**src/rtl/cwc_pkg.sv**
```systemverilog
package cwc_pkg;
  localparam int WMODE_W = 2;

  typedef enum logic [WMODE_W-1:0] {
    WM_FUNC  = 2'b00,
    WM_EXT   = 2'b01,
    WM_INT   = 2'b10,
    WM_SPARE = 2'b11
  } wmode_e;
endpackage

```
**src/rtl/cwc_rst_sync.sv**
```systemverilog
module cwc_rst_sync #(
  parameter int STAGES = 2
) (
  input  logic clk,
  input  logic rst_n_async,
  output logic rst_n_sync
);
  logic [STAGES-1:0] pipe_q;

  always_ff @(posedge clk or negedge rst_n_async) begin
    if (!rst_n_async) pipe_q <= '0;
    else              pipe_q <= {pipe_q[STAGES-2:0], 1'b1};
  end

  assign rst_n_sync = pipe_q[STAGES-1];
endmodule

```
**src/rtl/cwc_mode_reg.sv**
```systemverilog
module cwc_mode_reg
  import cwc_pkg::*;
(
  input  logic   clk,
  input  logic   rst_n,
  input  logic   shift_en,
  input  logic   si,
  input  logic   update_en,
  output wmode_e mode
);
  logic [WMODE_W-1:0] stage_q, stage_d;
  wmode_e             mode_q, mode_d;

  always_comb begin
    stage_d = {si, stage_q[WMODE_W-1:1]};
    mode_d  = wmode_e'(stage_q);
  end

  always_ff @(posedge clk or negedge rst_n) begin
    if (!rst_n) begin
      stage_q <= '0;
      mode_q  <= WM_FUNC;
    end else begin
      if (shift_en)  stage_q <= stage_d;
      if (update_en) mode_q  <= mode_d;
    end
  end

  assign mode = mode_q;

  assert_mode_reset_R1: assert property (@(posedge clk)
    !rst_n |-> mode_q == WM_FUNC);

  assert_mode_hold_R8: assert property (@(posedge clk) disable iff (!rst_n)
    !update_en |=> $stable(mode_q));

  assert_mode_load_R8: assert property (@(posedge clk) disable iff (!rst_n)
    update_en |=> mode_q == wmode_e'($past(stage_q)));
endmodule

```
**src/rtl/cwc_cell.sv**
```systemverilog
module cwc_cell
  import cwc_pkg::*;
#(
  parameter bit DIR_IN = 1'b1
) (
  input  logic   clk,
  input  logic   rst_n,
  input  wmode_e mode,
  input  logic   thru,
  input  logic   si,
  input  logic   shift_en,
  input  logic   capture_en,
  input  logic   update_en,
  output logic   so,
  output logic   drive
);
  logic sr_q, sr_d, sr_en;
  logic upd_q;
  logic ovr;

  generate
    if (DIR_IN) begin : g_in_side
      assign ovr = (mode == WM_INT);
    end else begin : g_out_side
      assign ovr = (mode == WM_EXT);
    end
  endgenerate

  always_comb begin
    sr_en = capture_en | shift_en;
    sr_d  = capture_en ? thru : si;
  end

  always_ff @(posedge clk or negedge rst_n) begin
    if (!rst_n) begin
      sr_q  <= 1'b0;
      upd_q <= 1'b0;
    end else begin
      if (sr_en)     sr_q  <= sr_d;
      if (update_en) upd_q <= sr_q;
    end
  end

  assign so    = sr_q;
  assign drive = ovr ? upd_q : thru;

  assert_capture_R5: assert property (@(posedge clk) disable iff (!rst_n)
    capture_en |=> sr_q == $past(thru));

  assert_shift_R6: assert property (@(posedge clk) disable iff (!rst_n)
    (shift_en && !capture_en) |=> sr_q == $past(si));

  assert_update_R7: assert property (@(posedge clk) disable iff (!rst_n)
    update_en |=> upd_q == $past(sr_q));

  assert_upd_hold_R7: assert property (@(posedge clk) disable iff (!rst_n)
    !update_en |=> $stable(upd_q));
endmodule

```
**src/rtl/core_wrap_chain.sv**
```systemverilog
module core_wrap_chain
  import cwc_pkg::*;
#(
  parameter int N_IN  = 4,
  parameter int N_OUT = 4
) (
  input  logic             clk,
  input  logic             rst_n,
  input  logic [N_IN-1:0]  host_in,
  output logic [N_IN-1:0]  core_in,
  input  logic [N_OUT-1:0] core_out,
  output logic [N_OUT-1:0] host_out,
  input  logic             scan_in,
  output logic             scan_out,
  input  logic             shift_en,
  input  logic             capture_en,
  input  logic             update_en,
  input  logic             instr_si,
  input  logic             instr_shift,
  input  logic             instr_update
);
  localparam int N_CELLS = N_IN + N_OUT;

  logic           rst_sync_n;
  wmode_e         mode;
  logic [N_CELLS:0] link;

  cwc_rst_sync #(.STAGES(2)) u_rst (
    .clk         (clk),
    .rst_n_async (rst_n),
    .rst_n_sync  (rst_sync_n)
  );

  cwc_mode_reg u_mode (
    .clk       (clk),
    .rst_n     (rst_sync_n),
    .shift_en  (instr_shift),
    .si        (instr_si),
    .update_en (instr_update),
    .mode      (mode)
  );

  assign link[0] = scan_in;

  generate
    for (genvar gi = 0; gi < N_IN; gi++) begin : g_in
      cwc_cell #(.DIR_IN(1'b1)) u_cell (
        .clk        (clk),
        .rst_n      (rst_sync_n),
        .mode       (mode),
        .thru       (host_in[gi]),
        .si         (link[gi]),
        .shift_en   (shift_en),
        .capture_en (capture_en),
        .update_en  (update_en),
        .so         (link[gi+1]),
        .drive      (core_in[gi])
      );
    end
    for (genvar go = 0; go < N_OUT; go++) begin : g_out
      cwc_cell #(.DIR_IN(1'b0)) u_cell (
        .clk        (clk),
        .rst_n      (rst_sync_n),
        .mode       (mode),
        .thru       (core_out[go]),
        .si         (link[N_IN+go]),
        .shift_en   (shift_en),
        .capture_en (capture_en),
        .update_en  (update_en),
        .so         (link[N_IN+go+1]),
        .drive      (host_out[go])
      );
    end
  endgenerate

  assign scan_out = link[N_CELLS];

  assert_transparent_R2: assert property (@(posedge clk) disable iff (!rst_sync_n)
    (mode == WM_FUNC || mode == WM_SPARE) |-> (core_in == host_in && host_out == core_out));

  assert_ext_inputs_pass_R3: assert property (@(posedge clk) disable iff (!rst_sync_n)
    (mode == WM_EXT) |-> core_in == host_in);

  assert_int_outputs_pass_R4: assert property (@(posedge clk) disable iff (!rst_sync_n)
    (mode == WM_INT) |-> host_out == core_out);

  assert_scan_shift_R6: assert property (@(posedge clk) disable iff (!rst_sync_n)
    (shift_en && !capture_en) |=> scan_out == $past(link[N_CELLS-1]));
endmodule

```
**config.mk**
```make
export PLATFORM = sky130hd
export DESIGN_NAME = core_wrap_chain
export DESIGN_NICKNAME = d
export VERILOG_FILES = /design/src/rtl/cwc_pkg.sv /design/src/rtl/cwc_rst_sync.sv /design/src/rtl/cwc_mode_reg.sv /design/src/rtl/cwc_cell.sv /design/src/rtl/core_wrap_chain.sv
export SDC_FILE = /design/constraint.sdc
export NUM_CORES = 1
export LEC_CHECK = 0
export BUFFER_PORTS_ARGS = -buffer_cell sky130_fd_sc_hd__buf_2
export CAP_MARGIN = 20
export CORE_MARGIN = 2
export CORE_UTILIZATION = 45
export CTS_BUF_LIST = sky130_fd_sc_hd__clkbuf_4
export DETAILED_ROUTE_END_ITERATION = 10
export PLACE_DENSITY = 0.69
export SYNTH_ARGS = -nofsm -noshare
export SYNTH_HDL_FRONTEND = slang
export SYNTH_SLANG_ARGS = --single-unit
```
**constraint.sdc**
```tcl
create_clock -name clk -period 1.5 [get_ports clk]
set_input_delay 0.15 -clock clk [delete_from_list [all_inputs] [get_ports clk]]
set_output_delay 0.15 -clock clk [all_outputs]
set_load 0.02 [all_outputs]
```
==> results of run 1 <==
## registers in the layout, indices dropped and copies added, names as in the netlist
name and flops:
u_mode.mode_d 2, u_rst.pipe_q 2, g_in.u_cell.so 4, u_mode.mode 2, g_out.u_cell.upd_q 4, g_out.u_cell.so 4, g_in.u_cell.upd_q 4
## where the power goes
part / switching (mW) / total, mW / leakage (nW) / internal, mW
clock: 0.159 / 0.256 / 0.0154 / 0.0968
sequential: 0.0490 / 0.715 / 0.264 / 0.666
combinational: 0.161 / 0.387 / 0.338 / 0.225
## worst max path at each step
stage / start / to
detailed placement: u_mode.mode[1] / host_out[1]
CTS: u_mode.mode[1] / host_out[1]
finish: u_mode.mode[1] / host_out[3]
floorplan: u_mode.mode[1] / host_out[0]
global placement: u_mode.mode[1] / host_out[0]
global route: u_mode.mode[1] / host_out[3]
## worst max-delay path, cell delays in order, from the launching register on
cell	delay (ps)
dfrtp_2	460
nor2b_4	210
mux2_4	330
buf_6	130
## cells in the final DEF (no fill, tap or decap)
cell type,Yosys,routed
buf_2,2,17
buf_4,9,2
buf_6,0,8
clkbuf_4,0,3
clkinv_1,0,1
conb_1,1,1
dfrtp_1,22,21
dfrtp_2,0,1
dlygate4sd3_1,0,1
mux2_2,16,12
mux2_4,4,8
mux2i_1,8,8
nand2_1,8,8
nand2b_4,1,1
nor2b_4,1,1
o21ai_0,8,8
## kinds of logic after synthesis
| kind of cell | Yosys count | synth area share (%) |
|---|---|---|
| muxes | 28 | 30.5 |
| AOI/OAI and AO/OA | 8 | 3.81 |
| and+or+nand+nor | 10 | 5.48 |
| buffers and inverters | 11 | 7.39 |
| DFF | 22 | 52.4 |
| other | 1 | 0.357 |
## per-stage QoR
| stage | util (%) | setup TNS [ps] | area [um2] | cells | hold slack, ps |
|---|---|---|---|---|---|
| 6_report | 56.5 | -279 | 1250 | 129 | 76.6 |
| 5_1_grt | 56.5 | -764 | 1250 | 129 | 61.9 |
| 4_1_cts | 56.5 | -376 | 1250 | 129 | 64.9 |
| 3_5_place_dp | 51.5 | 0 | 1140 | 123 | -62.7 |
| 3_3_place_gp | 51.5 | 0 | 1140 | 123 | -65.2 |
| 2_1_floorplan | - | 0 | 1050 | 80 | -146 |
## repair_timing
action / CTS / global route
resized for setup: 21 / 0
hold buffers: 1 / 0
setup endpoints to repair: 8 / 8
hold endpoints to repair: 2 / 0
setup buffers: 1 / 0
## layout make-up
class / count / share of cell area [%]
flip-flops and latches: 22 / 44.1
repair buffers: 28 / 16.0
well taps: 28 / 2.80
multi-input cells: 47 / 34.9
clock inverters: 1 / 0.300
clock buffers: 3 / 1.80
## metal layers
| layer | vias up | share of wire [%] |
|---|---|---|
| met5 | - | 0 |
| met4 | 0 | 0.76 |
| met3 | 2 | 3.9 |
| met2 | 13 | 54 |
| met1 | 308 | 41 |
| li1 | 308 | - |
==> reports/results.txt, run 1 <==
The fraction of registers with async set or reset after synthesis works out to 100%. The number of routed nets with antenna violations is 0. In the synthesized netlist the dominant register cell turns out to be dfrtp_1.

The detailed router placed 631 vias in this run. By count the netlist is led by dfrtp_1, mux2_2, buf_4. The CTS sink count was 22. The worst hold path begins at host_in[2]. The synthesized design contains 0 enable-type register cells.

The tools report the violation count after the first detailed-route iteration as 1. For hold timing, the worst endpoint is g_in[2].u_cell.so. For the overall routing resource usage, the log shows 14.5%.

Multi-input gate area in the final layout: 437 um2. The post-synthesis to final-layout area growth is 19.1%, and the number of antenna diodes is 0. Clock tree synthesis inserted a total of 3 buffers.

Row generation in the floorplan step produced 17 rows. The most frequent cell after synthesis is dfrtp_1. The area of all sequential standard cells came out at 552 um2. The detailed-routing iteration count for the pre-antenna-repair pass was 4. By area the synthesized netlist is led by dfrtp_1, mux2_2, mux2i_1. The congestion estimate from routability-driven global placement came to 0.671. STA puts the critical path data required time at 1350 ps. For the endpoint arrival time on the critical path, the log shows 1420 ps. The tools report the number of global-route vias before repair as 638. During synthesis, Yosys emitted a total of 0 warnings. The worst path uses 105% of the clock period.

Detailed-placement wirelength estimate: 1240 um. The overall die height came out at 52.3 um. Entering global routing, the biggest net connects 21 pins. The share of synthesized area in the top cell type comes to 52.4%. The smallest clock period supported by the final layout is computed as 1570 ps. TritonCTS built the clock tree. Global routing consumed, on the met1 layer, 16.0% of the routing resources. The depth of the worst register-to-register path works out to 2.

In the routed design, unresolved DRC markers number 0. Setup violations remaining at the end of the flow were counted as 4. Number of nets in the layout: 119. Summed over all layers, the global routing overflow is 0. The post-synthesis sequential element count is 22, and the number of antenna violations at the first check in global routing is 0. The worst hold path passes through 3 cells. After detailed routing, the number of vias per cell comes to 4.89. Across the VDD grid, the largest voltage drop is 0.785 mV. After clock tree synthesis, the clock-pin slew on the worst setup and hold paths is 110 ps. Timing analysis after detailed placement gives a worst setup slack of 223 ps. At the later pin of the worst-skew pair, clock insertion delay measures 290 ps. The run gives 200 as the number of fill cells in the layout. After technology mapping, the gate count stands at 80. The tools report the startpoint of the lowest-slack register-to-register path as u_mode.mode[0].

The final reports fail on setup timing. The run gives 1.36 mW as the power after layout. Final hold violation count: 0.

The maximum level of the CTS H-tree was 1. The post-route netlist has 52.5% of its cells at a drive strength greater than 1. The logs give -73.5 ps for the worst setup slack after layout and 1710 um for the final wirelength.

The number of max-slew violations in the final report was 0. In this run the count of I/O pins placed on the die edge is 26. The analysis attributes to cell leakage a power of 0.617 nW.

The horizontal die dimension was 52.3 um; the count of cell types in the netlist was 11. In the global route stage, met3 resource usage came out at 5.14%. The die covers 0.00274 mm2. On the final layout, the worst clock skew is 2.23 ps. The busiest metal layer after global routing is met2. Synthesis produced a netlist with a net count of 97. During placement, the flow inserted port buffers numbering 25. The cell area power density came out at 1090 mW/mm2. Core outline area: 0.00221 mm2. The first-pass GRT wire length came out at 2860 um.

STA classifies the critical path startpoint as a flip-flop. Setup repair after global routing could not meet its margin everywhere. The average instance area after synthesis works out to 13.1 um2. The initial utilization of the core area, before any placement, comes to 47.5%. Max-cap violations in this run came to 0. The final routed wire length divided by cell count is 13.2 um. The tools report the buffer cell driving the clock tree root as clkbuf_4. In this run the register-to-register setup slack is 590 ps.

The logs give 2 for the largest buffer count on any clock path and 26.7% for the met2 layer usage reported by global route. Summing every instance area after synthesis gives 0.00105 mm2. The class of the worst hold path is in -> reg.

Of all cell types, the one taking the most synthesized area is dfrtp_1. The critical path is of the reg -> out type. The worst setup path is captured at an output pin. The largest fanout on the critical path came out at 4.

The worst register-to-register path ends at u_mode.mode[0]. The flow ran to the end, but the final reports show violations. After synthesis, flip-flops and latches occupy 52.4% of the total area.

Static timing analysis puts the maximum clock frequency at 0.636 GHz.
Power figures use the tool's default switching activity.
==> inputs of run 2 (changes only) <==
CELL_PAD_IN_SITES_DETAIL_PLACEMENT = 0   (was unset)
CELL_PAD_IN_SITES_GLOBAL_PLACEMENT = 1   (was unset)
CORE_UTILIZATION = 43   (was 45)
PLACE_DENSITY = unset   (was 0.69)
PLACE_DENSITY_LB_ADDON = 0.1   (was unset)
==> reports/results.txt, run 2 (synthesis results as in run 1) <==
The first-pass GRT wire length is 2790 um (-2.4%). The final reports fail on setup timing. The number of antenna violations at the first check in global routing is 0 (unchanged), and the final wirelength is 1740 um (+1.8%). The area of the die is 0.00285 mm2 (+4.3%), and the part of the cycle the worst path needs is 105% (+0.46 points). Setup repair after global routing could not meet its margin everywhere. STA classifies the critical path startpoint as a flip-flop. For the number of antenna diodes, the log shows 0 (unchanged).

The signal on the critical path passes through buf_12, nand2b_4, mux2_4, buf_6. The run gives 0 (unchanged) as the max-capacitance violation count. The most frequent standard cell in the layout excluding fill and tap cells is dfrtp_1. The combinational cell fraction of total power is 29.2% (+0.7 points). The critical path required time was 1350 ps (about the same); the clock share of power was 18.4% (-0.4 points).

For the overall routing resource usage, the log shows 14.5% (about the same). The detailed-placement wirelength estimate is 1290 um (+4.6%). The root buffer cell chosen for the clock tree is clkbuf_4.

The worst clock skew is 3.18 ps (+0.957 ps). Number of nets in the layout: 120 (+0.84%). The final routed wire length divided by cell count was 13.5 um (+1.8%).

The tools report the number of fill cells in the layout as 206 (+3.0%). Starting density of the core: 46.6% (-0.90 points). The area of all sequential standard cells is 552 um2 (unchanged). Boundary pin count: 26 (unchanged). The CTS sink count was 22 (unchanged); the number of buffers created by CTS was 3 (unchanged).

The largest fanout on the critical path works out to 4 (unchanged). The count of input and output buffers works out to 25 (unchanged). The run gives 2 (unchanged) as the largest buffer count on any clock path. Classification of the worst setup path: reg -> out. The logs give 1430 ps (about the same) for the endpoint arrival time on the critical path and 0 (unchanged) for the final hold violation count. The tools report the number of routed nets with antenna violations as 0 (unchanged). Clock latency on the worst-skew pair: 290 ps (about the same). The multi-input gate area in the final layout was 437 um2 (unchanged); the site row count was 17 (unchanged). The worst setup slack after layout is -80.4 ps (-6.93 ps). The horizontal die dimension is 53.4 um (+2.1%). The worst-path cell with the longest stage delay is dfrtp_2.

For the via total after detailed routing, the log shows 637 (+0.95%). For the total global routing overflow, the log shows 0 (unchanged). The logs give 52.5% (-0.2 points) for the sequential fraction of design power and 217 ps (-6.18 ps) for the pre-CTS setup slack.

The ratio of cells with drive above 1 in the final layout is 53.5% (+0.99 points), and the longest individual stage delay on the worst path is 460 ps (about the same). The worst-case vdd ir drop was 0.801 mV (+2.1%); the average vias per placed instance was 4.94 (+0.95%). TritonCTS built the clock tree. Cell area power density: 1080 mW/mm2 (-0.80%). The switching portion of total power works out to 27.0% (-0.15 points).

For the total instance count after detailed placement, the log shows 124 (+0.81%). The tools report the number of global-route vias before repair as 642 (+0.63%). The power dissipated by switching net loads came out at 0.369 mW (about the same).

The tools report the number of standard cells in the final layout excluding fillers as 129 (unchanged). The tightest min-delay check is of the in -> reg type. The post-synthesis to final-layout area growth works out to 20.6%. The overall die height came out at 53.4 um (+2.1%). The logs give 4 (+3) for the violation count after the first detailed-route iteration and 1.36 mW (+0.49%) for the power after layout. The clock slew at the register clock pins of the worst setup and hold paths works out to 110 ps (about the same).

The routability-driven placement congestion ratio was 0.720 (+7.4%); the highest achievable clock rate was 0.633 GHz (-0.44%). The tools report the internal power summed over all cells as 0.995 mW (+0.70%). Number of max-slew violations in the final report: 0 (unchanged). The top cell types in the final layout, fill and taps aside, are dfrtp_1, buf_2, mux2_2. Detailed-routing iteration count for the pre-antenna-repair pass: 3 (-1).

The pin count of the biggest net entering global routing is 17 (-19%), and the number of remaining DRC errors is 0 (unchanged). The run finished, with violations left. The post-layout minimum cycle time works out to 1580 ps (+6.93 ps). The run gives 8 (+4) as the final-report setup violation count. For the static leakage, the log shows 0.625 nW (+1.3%). The maximum level of the CTS H-tree is 1 (unchanged), and the core outline area is 0.00225 mm2 (+1.9%). The worst setup path is captured at an output pin.
run 2: final timing paths:
path | from | end | slack (ps) | cells after the start
min in group asynchronous | rst_n | u_rst.pipe_q[0] | 150 | 2
min reg2reg | u_rst.pipe_q[1] | g_in[0].u_cell.so | 180 | 1
min | core_out[0] | g_out[0].u_cell.so | 80 | 3
max | u_mode.mode[1] | core_in[0] | -80 | 4
max reg2reg | u_mode.mode[1] | u_mode.mode[1] | 550 | 2
max in group asynchronous | u_rst.pipe_q[1] | u_mode.mode[1] | 1160 | 1
run 2: power groups by stage:
| stage | clock [mW] | combinational, mW | sequential, mW |
|---|---|---|---|
| floorplan | 0 | 0.270 | 0.722 |
| global placement | 0 | 0.314 | 0.724 |
| detailed placement | 0 | 0.316 | 0.728 |
| CTS | 0.267 | 0.404 | 0.715 |
| global route | 0.296 | 0.427 | 0.725 |
| finish | 0.251 | 0.398 | 0.716 |
run 2: layout make-up:
cell class	count	share of cell area (%)
Multi-Input combinational cell	47	34.5
Timing Repair Buffer	29	17.4
Clock buffer	3	1.78
Sequential cell	22	43.6
Tap cell	28	2.77
run 2: worst max-delay path, delay by kind of cell, from the launching register on:
family                 cells  cell delay (ps)
DFF                        1              460
muxes                      1              310
buffers and inverters      2              260
and+or+nand+nor            1              100
run 2: repair_timing:
item | in CTS | in global routing
hold endpoints to repair | 2 | 0
hold buffers | 1 | 0
setup endpoints to repair | 8 | 8
resized for setup | 21 | 0
buffers inserted | 1 | 0
run 2: through the flow:
step | setup TNS [ps] | instance area, um2 | utilization (%) | hold WS (ps)
2_1_floorplan | 0 | 1050 | - | -146
3_3_place_gp | 0 | 1150 | 50.9 | -65.8
3_5_place_dp | 0 | 1150 | 50.9 | -63.1
4_1_cts | -745 | 1270 | 56.2 | 60.3
5_1_grt | -1060 | 1270 | 56.2 | 59.6
6_report | -586 | 1270 | 56.2 | 75.9
run 2: layer usage:
layer | vias to the layer above | share of wire [%] | global-route usage [%] | routed length, um
met4 | 0 | 0.69 | 7.69 | 12
met1 | 313 | 44 | 18.0 | 765
li1 | 309 | - | - | -
met5 | - | 0 | 0 | 0
met2 | 13 | 51 | 23.0 | 882
met3 | 2 | 4.4 | 3.39 | 76
